### src/rtl/flash_cfg_pkg.sv
package flash_cfg_pkg;
  typedef enum logic [1:0] {
    ST_IDLE,
    ST_FETCH,
    ST_SHIFT,
    ST_HALT
  } ld_state_t;
endpackage

### src/rtl/flash_cfg_addr.sv
module flash_cfg_addr #(
  parameter int ADDR_W = 27,
  parameter logic [ADDR_W-1:0] BASE_ADDR = '0
) (
  input  logic              clk,
  input  logic              rst,
  input  logic              set_base,
  input  logic              inc,
  output logic [ADDR_W-1:0] addr
);
  always_ff @(posedge clk) begin
    if (rst || set_base) begin
      addr <= BASE_ADDR;
    end else if (inc) begin
      addr <= addr + ADDR_W'(1);
    end
  end
endmodule

### src/rtl/flash_cfg_ser.sv
module flash_cfg_ser #(
  parameter int DATA_W = 8
) (
  input  logic              clk,
  input  logic              rst,
  input  logic              clear,
  input  logic              load,
  input  logic              run,
  input  logic [DATA_W-1:0] din,
  output logic              cfg_clk,
  output logic              cfg_dout,
  output logic              byte_end
);
  localparam int BIT_W = (DATA_W > 1) ? $clog2(DATA_W) : 1;
  localparam logic [BIT_W-1:0] LAST_BIT = BIT_W'(DATA_W - 1);

  logic [DATA_W-1:0] sh;
  logic [BIT_W-1:0]  bit_cnt;
  logic              clk_q;

  // clock toggles every system clock while running; data moves on the falling step
  always_ff @(posedge clk) begin
    if (rst) begin
      sh      <= '0;
      bit_cnt <= '0;
      clk_q   <= 1'b0;
    end else if (clear) begin
      bit_cnt <= '0;
      clk_q   <= 1'b0;
    end else if (load) begin
      sh      <= din;
      bit_cnt <= '0;
      clk_q   <= 1'b0;
    end else if (run) begin
      clk_q <= ~clk_q;
      if (clk_q && (bit_cnt != LAST_BIT)) begin
        sh      <= {sh[DATA_W-2:0], 1'b0};
        bit_cnt <= bit_cnt + BIT_W'(1);
      end
    end
  end

  assign cfg_clk  = clk_q;
  assign cfg_dout = sh[DATA_W-1];
  assign byte_end = run & clk_q & (bit_cnt == LAST_BIT);
endmodule

### src/rtl/flash_cfg_seq.sv
module flash_cfg_seq
  import flash_cfg_pkg::*;
#(
  parameter int IMAGE_BYTES = 16,
  parameter int READ_LAT    = 3
) (
  input  logic clk,
  input  logic rst,
  input  logic prog_n,
  input  logic err_n,
  input  logic byte_end,
  output logic ser_clear,
  output logic ser_load,
  output logic ser_run,
  output logic addr_base,
  output logic addr_inc,
  output logic busy,
  output logic done,
  output logic ce_n,
  output logic oe_n
);
  localparam int LAT_W = $clog2(READ_LAT + 1);
  localparam int CNT_W = $clog2(IMAGE_BYTES + 1);
  localparam logic [LAT_W-1:0] LAT_LAST = LAT_W'(READ_LAT - 1);
  localparam logic [CNT_W-1:0] CNT_LAST = CNT_W'(IMAGE_BYTES - 1);

  ld_state_t        state;
  logic             prog_q;
  logic [LAT_W-1:0] lat_cnt;
  logic [CNT_W-1:0] byte_cnt;
  logic             start;
  logic             halt_now;
  logic             fetch_done;

  assign start      = (state == ST_IDLE) & prog_n & ~prog_q;
  assign halt_now   = busy & ~err_n;
  assign fetch_done = (state == ST_FETCH) & (lat_cnt == LAT_LAST);

  assign ser_clear = ~prog_n | halt_now;
  assign ser_load  = fetch_done;
  assign ser_run   = (state == ST_SHIFT);
  assign addr_base = ~prog_n | start;
  assign addr_inc  = prog_n & ~halt_now & byte_end;

  always_ff @(posedge clk) begin
    if (rst) begin
      state    <= ST_IDLE;
      prog_q   <= 1'b1;
      lat_cnt  <= '0;
      byte_cnt <= '0;
      busy     <= 1'b0;
      done     <= 1'b0;
      ce_n     <= 1'b1;
      oe_n     <= 1'b1;
    end else begin
      prog_q <= prog_n;
      done   <= 1'b0;
      if (!prog_n) begin
        state    <= ST_IDLE;
        lat_cnt  <= '0;
        byte_cnt <= '0;
        busy     <= 1'b0;
        ce_n     <= 1'b1;
        oe_n     <= 1'b1;
      end else if (halt_now) begin
        state <= ST_HALT;
        busy  <= 1'b0;
        ce_n  <= 1'b1;
        oe_n  <= 1'b1;
      end else begin
        case (state)
          ST_IDLE: begin
            if (start) begin
              state    <= ST_FETCH;
              lat_cnt  <= '0;
              byte_cnt <= '0;
              busy     <= 1'b1;
              ce_n     <= 1'b0;
              oe_n     <= 1'b0;
            end
          end
          ST_FETCH: begin
            if (fetch_done) begin
              state   <= ST_SHIFT;
              lat_cnt <= '0;
              oe_n    <= 1'b1;
            end else begin
              lat_cnt <= lat_cnt + LAT_W'(1);
            end
          end
          ST_SHIFT: begin
            if (byte_end) begin
              if (byte_cnt == CNT_LAST) begin
                state <= ST_IDLE;
                busy  <= 1'b0;
                done  <= 1'b1;
                ce_n  <= 1'b1;
                oe_n  <= 1'b1;
              end else begin
                state    <= ST_FETCH;
                byte_cnt <= byte_cnt + CNT_W'(1);
                oe_n     <= 1'b0;
              end
            end
          end
          default: state <= ST_HALT;
        endcase
      end
    end
  end
endmodule

### src/rtl/flash_cfg_loader.sv
module flash_cfg_loader #(
  parameter int ADDR_W      = 27,
  parameter int DATA_W      = 8,
  parameter int IMAGE_BYTES = 16,
  parameter int READ_LAT    = 3,
  parameter logic [ADDR_W-1:0] BASE_ADDR = '0
) (
  input  logic              clk,
  input  logic              rst,
  input  logic              prog_n,
  input  logic              err_n,
  input  logic [DATA_W-1:0] flash_dq,
  output logic [ADDR_W-1:0] flash_addr,
  output logic              flash_ce_n,
  output logic              flash_oe_n,
  output logic              cfg_clk,
  output logic              cfg_dout,
  output logic              busy,
  output logic              done
);
  logic ser_clear;
  logic ser_load;
  logic ser_run;
  logic addr_base;
  logic addr_inc;
  logic byte_end;

  flash_cfg_seq #(
    .IMAGE_BYTES(IMAGE_BYTES),
    .READ_LAT   (READ_LAT)
  ) seq_i (
    .clk      (clk),
    .rst      (rst),
    .prog_n   (prog_n),
    .err_n    (err_n),
    .byte_end (byte_end),
    .ser_clear(ser_clear),
    .ser_load (ser_load),
    .ser_run  (ser_run),
    .addr_base(addr_base),
    .addr_inc (addr_inc),
    .busy     (busy),
    .done     (done),
    .ce_n     (flash_ce_n),
    .oe_n     (flash_oe_n)
  );

  flash_cfg_addr #(
    .ADDR_W   (ADDR_W),
    .BASE_ADDR(BASE_ADDR)
  ) addr_i (
    .clk     (clk),
    .rst     (rst),
    .set_base(addr_base),
    .inc     (addr_inc),
    .addr    (flash_addr)
  );

  flash_cfg_ser #(
    .DATA_W(DATA_W)
  ) ser_i (
    .clk     (clk),
    .rst     (rst),
    .clear   (ser_clear),
    .load    (ser_load),
    .run     (ser_run),
    .din     (flash_dq),
    .cfg_clk (cfg_clk),
    .cfg_dout(cfg_dout),
    .byte_end(byte_end)
  );
endmodule

### config.mk
export PLATFORM = sky130hd
export DESIGN_NAME = flash_cfg_loader
export DESIGN_NICKNAME = d
export VERILOG_FILES = /design/src/rtl/flash_cfg_pkg.sv /design/src/rtl/flash_cfg_addr.sv /design/src/rtl/flash_cfg_ser.sv /design/src/rtl/flash_cfg_seq.sv /design/src/rtl/flash_cfg_loader.sv
export SDC_FILE = /design/constraint.sdc
export NUM_CORES = 1
export LEC_CHECK = 0
export BUFFER_PORTS_ARGS = -buffer_cell sky130_fd_sc_hd__buf_4
export CORE_ASPECT_RATIO = 0.6
export CORE_MARGIN = 1.5
export CORE_UTILIZATION = 56
export CTS_CLUSTER_DIAMETER = 120
export DETAILED_ROUTE_END_ITERATION = 10
export PLACE_DENSITY = 0.89
export SYNTH_ARGS = -nofsm -noshare
export SYNTH_HDL_FRONTEND = slang
export SYNTH_SLANG_ARGS = --single-unit
### constraint.sdc
create_clock -name clk -period 2.55 [get_ports clk]
set_clock_uncertainty 0.1 [all_clocks]
set_input_delay 0 -clock clk [delete_from_list [all_inputs] [get_ports clk]]
set_output_delay 0 -clock clk [all_outputs]
set_load 0.005 [all_outputs]
# Word level (Yosys, flattened, before mapping)
# Index checks and enable logic that the tools add are counted.
classes:
  muxes: 28
  reduce_logical: 19
  addsub: 4
  n_bitwise: 18
  eq_ne: 14
op_table:
  columns: ["operator", "n"]
  rows:
  - ["$add 27x1->27 const B", 1]
  - ["$mux 8", 3]
  - ["$mux 5", 3]
  - ["$mux 2", 6]
  - ["$mux 1", 10]
  - ["$pmux 5 s2", 1]
  - ["$reduce_and 3->1", 3]
  - ["$and 1x1->1", 8]
  - ["$not 1->1", 8]
  - ["$reduce_and 4->1", 2]
  - ["$reduce_bool 2->1", 4]
  - ["$ne 2x2->1 const B", 3]
  - ["$ne 3x1->1 const B", 2]
  - ["$ne 3x3->1 const B", 2]
  - ["$pmux 2 s3", 1]
  - ["$reduce_or 3->1", 2]
  - ["$add 5x1->5 const B", 1]
  - ["$eq 5x4->1 const B", 1]
  - ["$reduce_and 5->1", 1]
  - ["$reduce_or 5->1", 1]
  - ["$eq 2x2->1 const B", 2]
  - ["$ne 2x1->1 const B", 2]
  - ["$pmux 1 s2", 2]
  - ["$pmux 2 s2", 1]
  - ["other kinds (12)", 13]
totals:
  inputBits: 12
  word_cells: 95
  reg_bits: 53
  out_inout_bits: 33

# Depth between registers and ports, before layout
depth:
  depth_word: 6
  mapped_depth: 9
  depth_no_buf: 7

# By module
# Synthesis repeated with hierarchy kept, for this count alone.
unflattened:
  cells_unflattened: 309
  hier_area_um2: 2752.6
by_module_without_submodules:
  columns: ["mod", "instances", "cells_each", "seq_area_each_um2", "area_each_um2"]
  rows:
  - ["flash_cfg_addr", 1, 150, 540.5, 1275.0]
  - ["flash_cfg_seq", 1, 102, 280.3, 853.3]
  - ["flash_cfg_ser", 1, 57, 240.2, 624.3]

# Least setup slack after synthesis
# Ideal clock, no wire load.
synth_timing:
  path_type: "reg-to-reg"
  start: "register ser_i.bit_cnt[0]"
  end: "register ser_i.sh[3]"
  required_ns: 2.364
  stages_incl_launch_ff: 8
  setup_ns: 0.086
  arrival_time_ns: 1.939
  slack_ns: 0.426
  period_less_slack_ns: 2.124
  n_path_buf: 1
  path_cell_list: "dfxtp_1 -> ha_1 -> ha_1 -> nand3b_1 -> a211oi_1 -> buf_2 -> nor2_1 -> a211oi_1"
synth_between:
  elab_chain_len: 4
synth_lines:
  columns: ["item", "line_no", "rtl"]
  rows:
  - ["from (decl)", "flash_cfg_ser.sv:18", "logic [BIT_W-1:0] bit_cnt;"]
  - ["from (signal assigned)", "flash_cfg_ser.sv:38", "bit_cnt <= bit_cnt + BIT_W'(1);"]
  - ["$ne 3x3->1", "flash_cfg_ser.sv:36", "if (clk_q && (bit_cnt != LAST_BIT)) begin"]
  - ["$logic_and 1x1->1", "flash_cfg_ser.sv:36", null]
  - ["$reduce_bool 2->1 (no line)", null, null]
  - ["$reduce_and 3->1 (no line)", null, null]
  - ["to (signal assigned)", "flash_cfg_ser.sv:31", "sh <= din;"]
  - ["to (signal assigned)", "flash_cfg_ser.sv:37", "sh <= {sh[DATA_W-2:0], 1'b0};"]
  - ["to (decl)", "flash_cfg_ser.sv:17", "logic [DATA_W-1:0] sh;"]
# No other way between the ends.
# A chain may end at the register's enable or synchronous reset.

# Worst setup path in the final report
layout_timing:
  start: "register seq_i.state[1]"
  end: "register ser_i.sh[5]"
layout_between:
  elab_chain_len: 4
  word_cells_on_any_way: 7
  cone_classes: "eq/ne: 2; mux: 1; bitwise: 1; reduce/logical: 3"
layout_lines:
  columns: ["item", "line_no", "rtl"]
  rows:
  - ["from (decl)", "flash_cfg_seq.sv:27", "ld_state_t state;"]
  - ["from (signal assigned)", "flash_cfg_seq.sv:47", "state <= ST_IDLE;"]
  - ["from (signal assigned)", "flash_cfg_seq.sv:59", "state <= ST_IDLE;"]
  - ["from (signal assigned)", "flash_cfg_seq.sv:66", "state <= ST_HALT;"]
  - ["$eq 2x1->1", "flash_cfg_seq.sv:37", "assign fetch_done = (state == ST_FETCH) & (lat_cnt == LAT_LAST);"]
  - ["$and 1x1->1", "flash_cfg_seq.sv:37", null]
  - ["$reduce_bool 2->1 (no line)", null, null]
  - ["$reduce_and 3->1 (no line)", null, null]
# Parallel ways exist; a longest one is shown, timed or not.

==> impl_metrics.yaml <==
finish:
  finalNonFillerCells: 434
  drive_above_1_share_pct: 20.8
  synthToLayoutAreaGrowth_pct: 25.3
  final_cell_mix: "buf_4 (58), dfxtp_1 (53), nand2_1 (28)"
  nFillCells: 321
  diodes: 0
  mostFrequentLayoutCell: "buf_4"
  fin_nets: 391
clock_tree:
  clkLatencyLatePin_ns: 0.32
  cts_buffers: 5
  clk_pin_slew_worst_paths_ns: 0.10
  cts_tree: "yes"
  root_buffer: "clkbuf_8"
  cts_buffer_depth: 2
  clock-sinks: 53
  htreeDepth: 2
hold_path:
  min_path_type: "input port to register"
sta:
  slew_viol_final: 0
  timing.final.hold_violations: 0
  slew_headroom_pct: 54.7
  tightest_slew_ns: 0.677
  fin_hold_ws_ns: 0.219
  fin_crit_sh_pct: 96.8
  fmax_mhz: 405
  setup_viol: 0
  layout_min_cycle_time_ns: 2.47
  rsz0062_at_grt: "false"
  tns_ns: 0
grt:
  grt_max_degree: 28
  grt_use_total_pct: 28.4
  overflow: 0
  antenna_found_initial: 0
  first_global_vias: 2442
  grt_pass1_wl_mm: 11.7
die:
  die_area_sq_mm: 0.00526
  die_w_um: 92.6
  rows: 19
  start_util_pct: 58.5
  die_h_um: 56.8
  core-area_sq_mm: 0.00461
  pin_count: 45
placed_design:
  gp_congestion: 0.872
  placed_cells: 411
  io_buffers: 44
  dp_hpwl_mm: 4.61
routing:
  dr.pass1.iters: 5
  viasPerCell: 6.46
  vias: 2802
  detail_route.wl_per_cell_um: 17.9
  drc: 0
  finalWirelength_mm: 7.79
  postRouteAntennaNets: 0
  drt_iter0_drc: 275
critical_path:
  slowest_delay_ns: 0.58
  crit_required_ns: 2.66
  critical_path_class: "register to register"
  worstPathMaxFanout: 9
  worstSetupStartpointType: "register"
  cp_slowest_cell: "dlygate4sd3_1"
  crit_chain: "inv_1 > ha_1 > nand3b_1 > buf_4 > mux2i_1 > a211oi_2 > dlygate4sd3_1"
  cp_data_arrival_time_ns: 2.58
  critPathCaptureType: "register"
logic_synthesis:
  avgSynthCellArea_sq_um: 8.65
  synth-seq-cells: 53
  async_flop_share_pct: 0
  ys_types: 48
  synth_edf_count: 0
  ys_seq_area_share_pct: 39.3
  ys_warn_count: 0
  synth_cells: 312
  synth_area_sq_mm: 0.00270
  ys.flop_type: "dfxtp_1"
  synth_nets: 333
job:
  drv_cap: 0
power_and_ir_drop:
  leakage_nw: 1.29
  p_per_area_mw_per_mm2: 494
  ir_drop_mv: 0.346
status:
  outcome: "finished, final reports clean"
-- per-stage QoR --
stage	setup WS (ns)	util [%]	total power, mW	instance area, sq um
after floorplan	0.426	-	0.939	2700
after global placement	0.467	67.1	0.984	3100
after detailed placement	0.357	67.1	0.989	3100
after CTS	0.0661	72.2	1.65	3330
after global routing	0.0154	73.4	1.72	3380
final	0.0807	73.4	1.67	3380
-- cell families (layout without fill, tap and decap cells) --
kind of cell    Yosys count  after routing  share of synthesized area (%)
flops                    53             53                           39.3
mux                      21             21                           7.78
buf+inv                  26             85                           4.36
xor+xnor                  4              4                           1.30
fa+ha+maj                 9              9                           4.17
compound gates           65             65                           15.5
simple gates            134            134                           27.6
-- what timing repair did --
action / in CTS / in global routing
hold buffers: 10 / 0
gates resized for setup: 0 / 4
hold endpoints to repair: 10 / 0
endpoints found under the setup margin: 0 / 1
buffers inserted: 0 / 5
-- sequential cells by signal, indices dropped and copies added, names as in the netlist --
name and flops:
addr_i.addr 27, seq_i.busy 1, seq_i.byte_cnt 5, seq_i.ce_n 1, seq_i.done 1, seq_i.lat_cnt 2
seq_i.oe_n 1, seq_i.prog_q 1, seq_i.state 2, ser_i.bit_cnt 3, ser_i.cfg_clk 1, ser_i.sh 8
-- path summary, 6_finish.rpt --
check                           slack [ns]                           start                              to  depth (start not counted)
worst max-delay path                  0.08     seq_i.state[1]$_SDFFE_PP0P_        ser_i.sh[5]$_SDFFE_PP0P_                          7
worst min register to register        0.38  seq_i.byte_cnt[3]$_SDFFE_PP0P_  seq_i.byte_cnt[3]$_SDFFE_PP0P_                          1
worst min-delay path                  0.22                           err_n     seq_i.state[0]$_SDFFE_PP0P_                          3
worst max register to register        0.08     seq_i.state[1]$_SDFFE_PP0P_        ser_i.sh[5]$_SDFFE_PP0P_                          7
-- Yosys cell counts (4+ instances only) --
| cell type | instances | area [sq um] |
|---|---|---|
| or3_1 | 12 | 75.1 |
| nand3_1 | 12 | 60.1 |
| nand3b_1 | 4 | 30.0 |
| mux2i_1 | 21 | 210 |
| dfxtp_1 | 53 | 1060 |
| nand4_1 | 5 | 31.3 |
| nor2_1 | 22 | 82.6 |
| clkbuf_1 | 12 | 45.0 |
| a211oi_1 | 9 | 67.6 |
| nor4_1 | 8 | 50.1 |
| a21oi_1 | 21 | 105 |
| inv_1 | 8 | 30.0 |
| and3_1 | 5 | 31.3 |
| o31ai_1 | 10 | 75.1 |
| ha_1 | 9 | 113 |
| nand2_1 | 28 | 105 |
| nand2b_1 | 7 | 43.8 |
| buf_2 | 4 | 20.0 |
| nor2b_1 | 4 | 25.0 |
| or4_1 | 10 | 75.1 |
| o21ai_0 | 10 | 50.1 |
-- worst max-delay path, delay by kind of cell, from the launching register on --
kind                     cells  cell delay [ns]
AO/OA/AOI/OAI                1             0.12
AND/OR/NAND/NOR              1             0.19
buffers and inverters        3             0.92
adder cells (fa/ha/maj)      1             0.28
flip-flops                   1             0.42
multiplexers                 1             0.32
-- final cells by class --
type	instances	area [sq um]	share of cell area, %
Clock buffer	5	68.8	2.03
Tap cell	63	78.8	2.33
Clock inverter	3	65.1	1.92
Inverter	8	30.0	0.887
Multi-Input combinational cell	233	1530	45.3
Timing Repair Buffer	69	547	16.2
Sequential cell	53	1060	31.3
-- layer usage --
metal  routed length (um)  track usage (%)  vias to the layer above
met1                 3380             40.6                     1335
met5                    0                0                        -
met2                 3520             41.8                      172
met4                  161             8.23                        0
li1                     -                -                     1272
met3                  732             7.59                       23
-- power by group --
group | switching [mW] | internal [mW]
sequential | 0.00658 | 0.834
clock | 0.291 | 0.390
combinational | 0.0844 | 0.0662
Power figures use the tool's default switching activity.
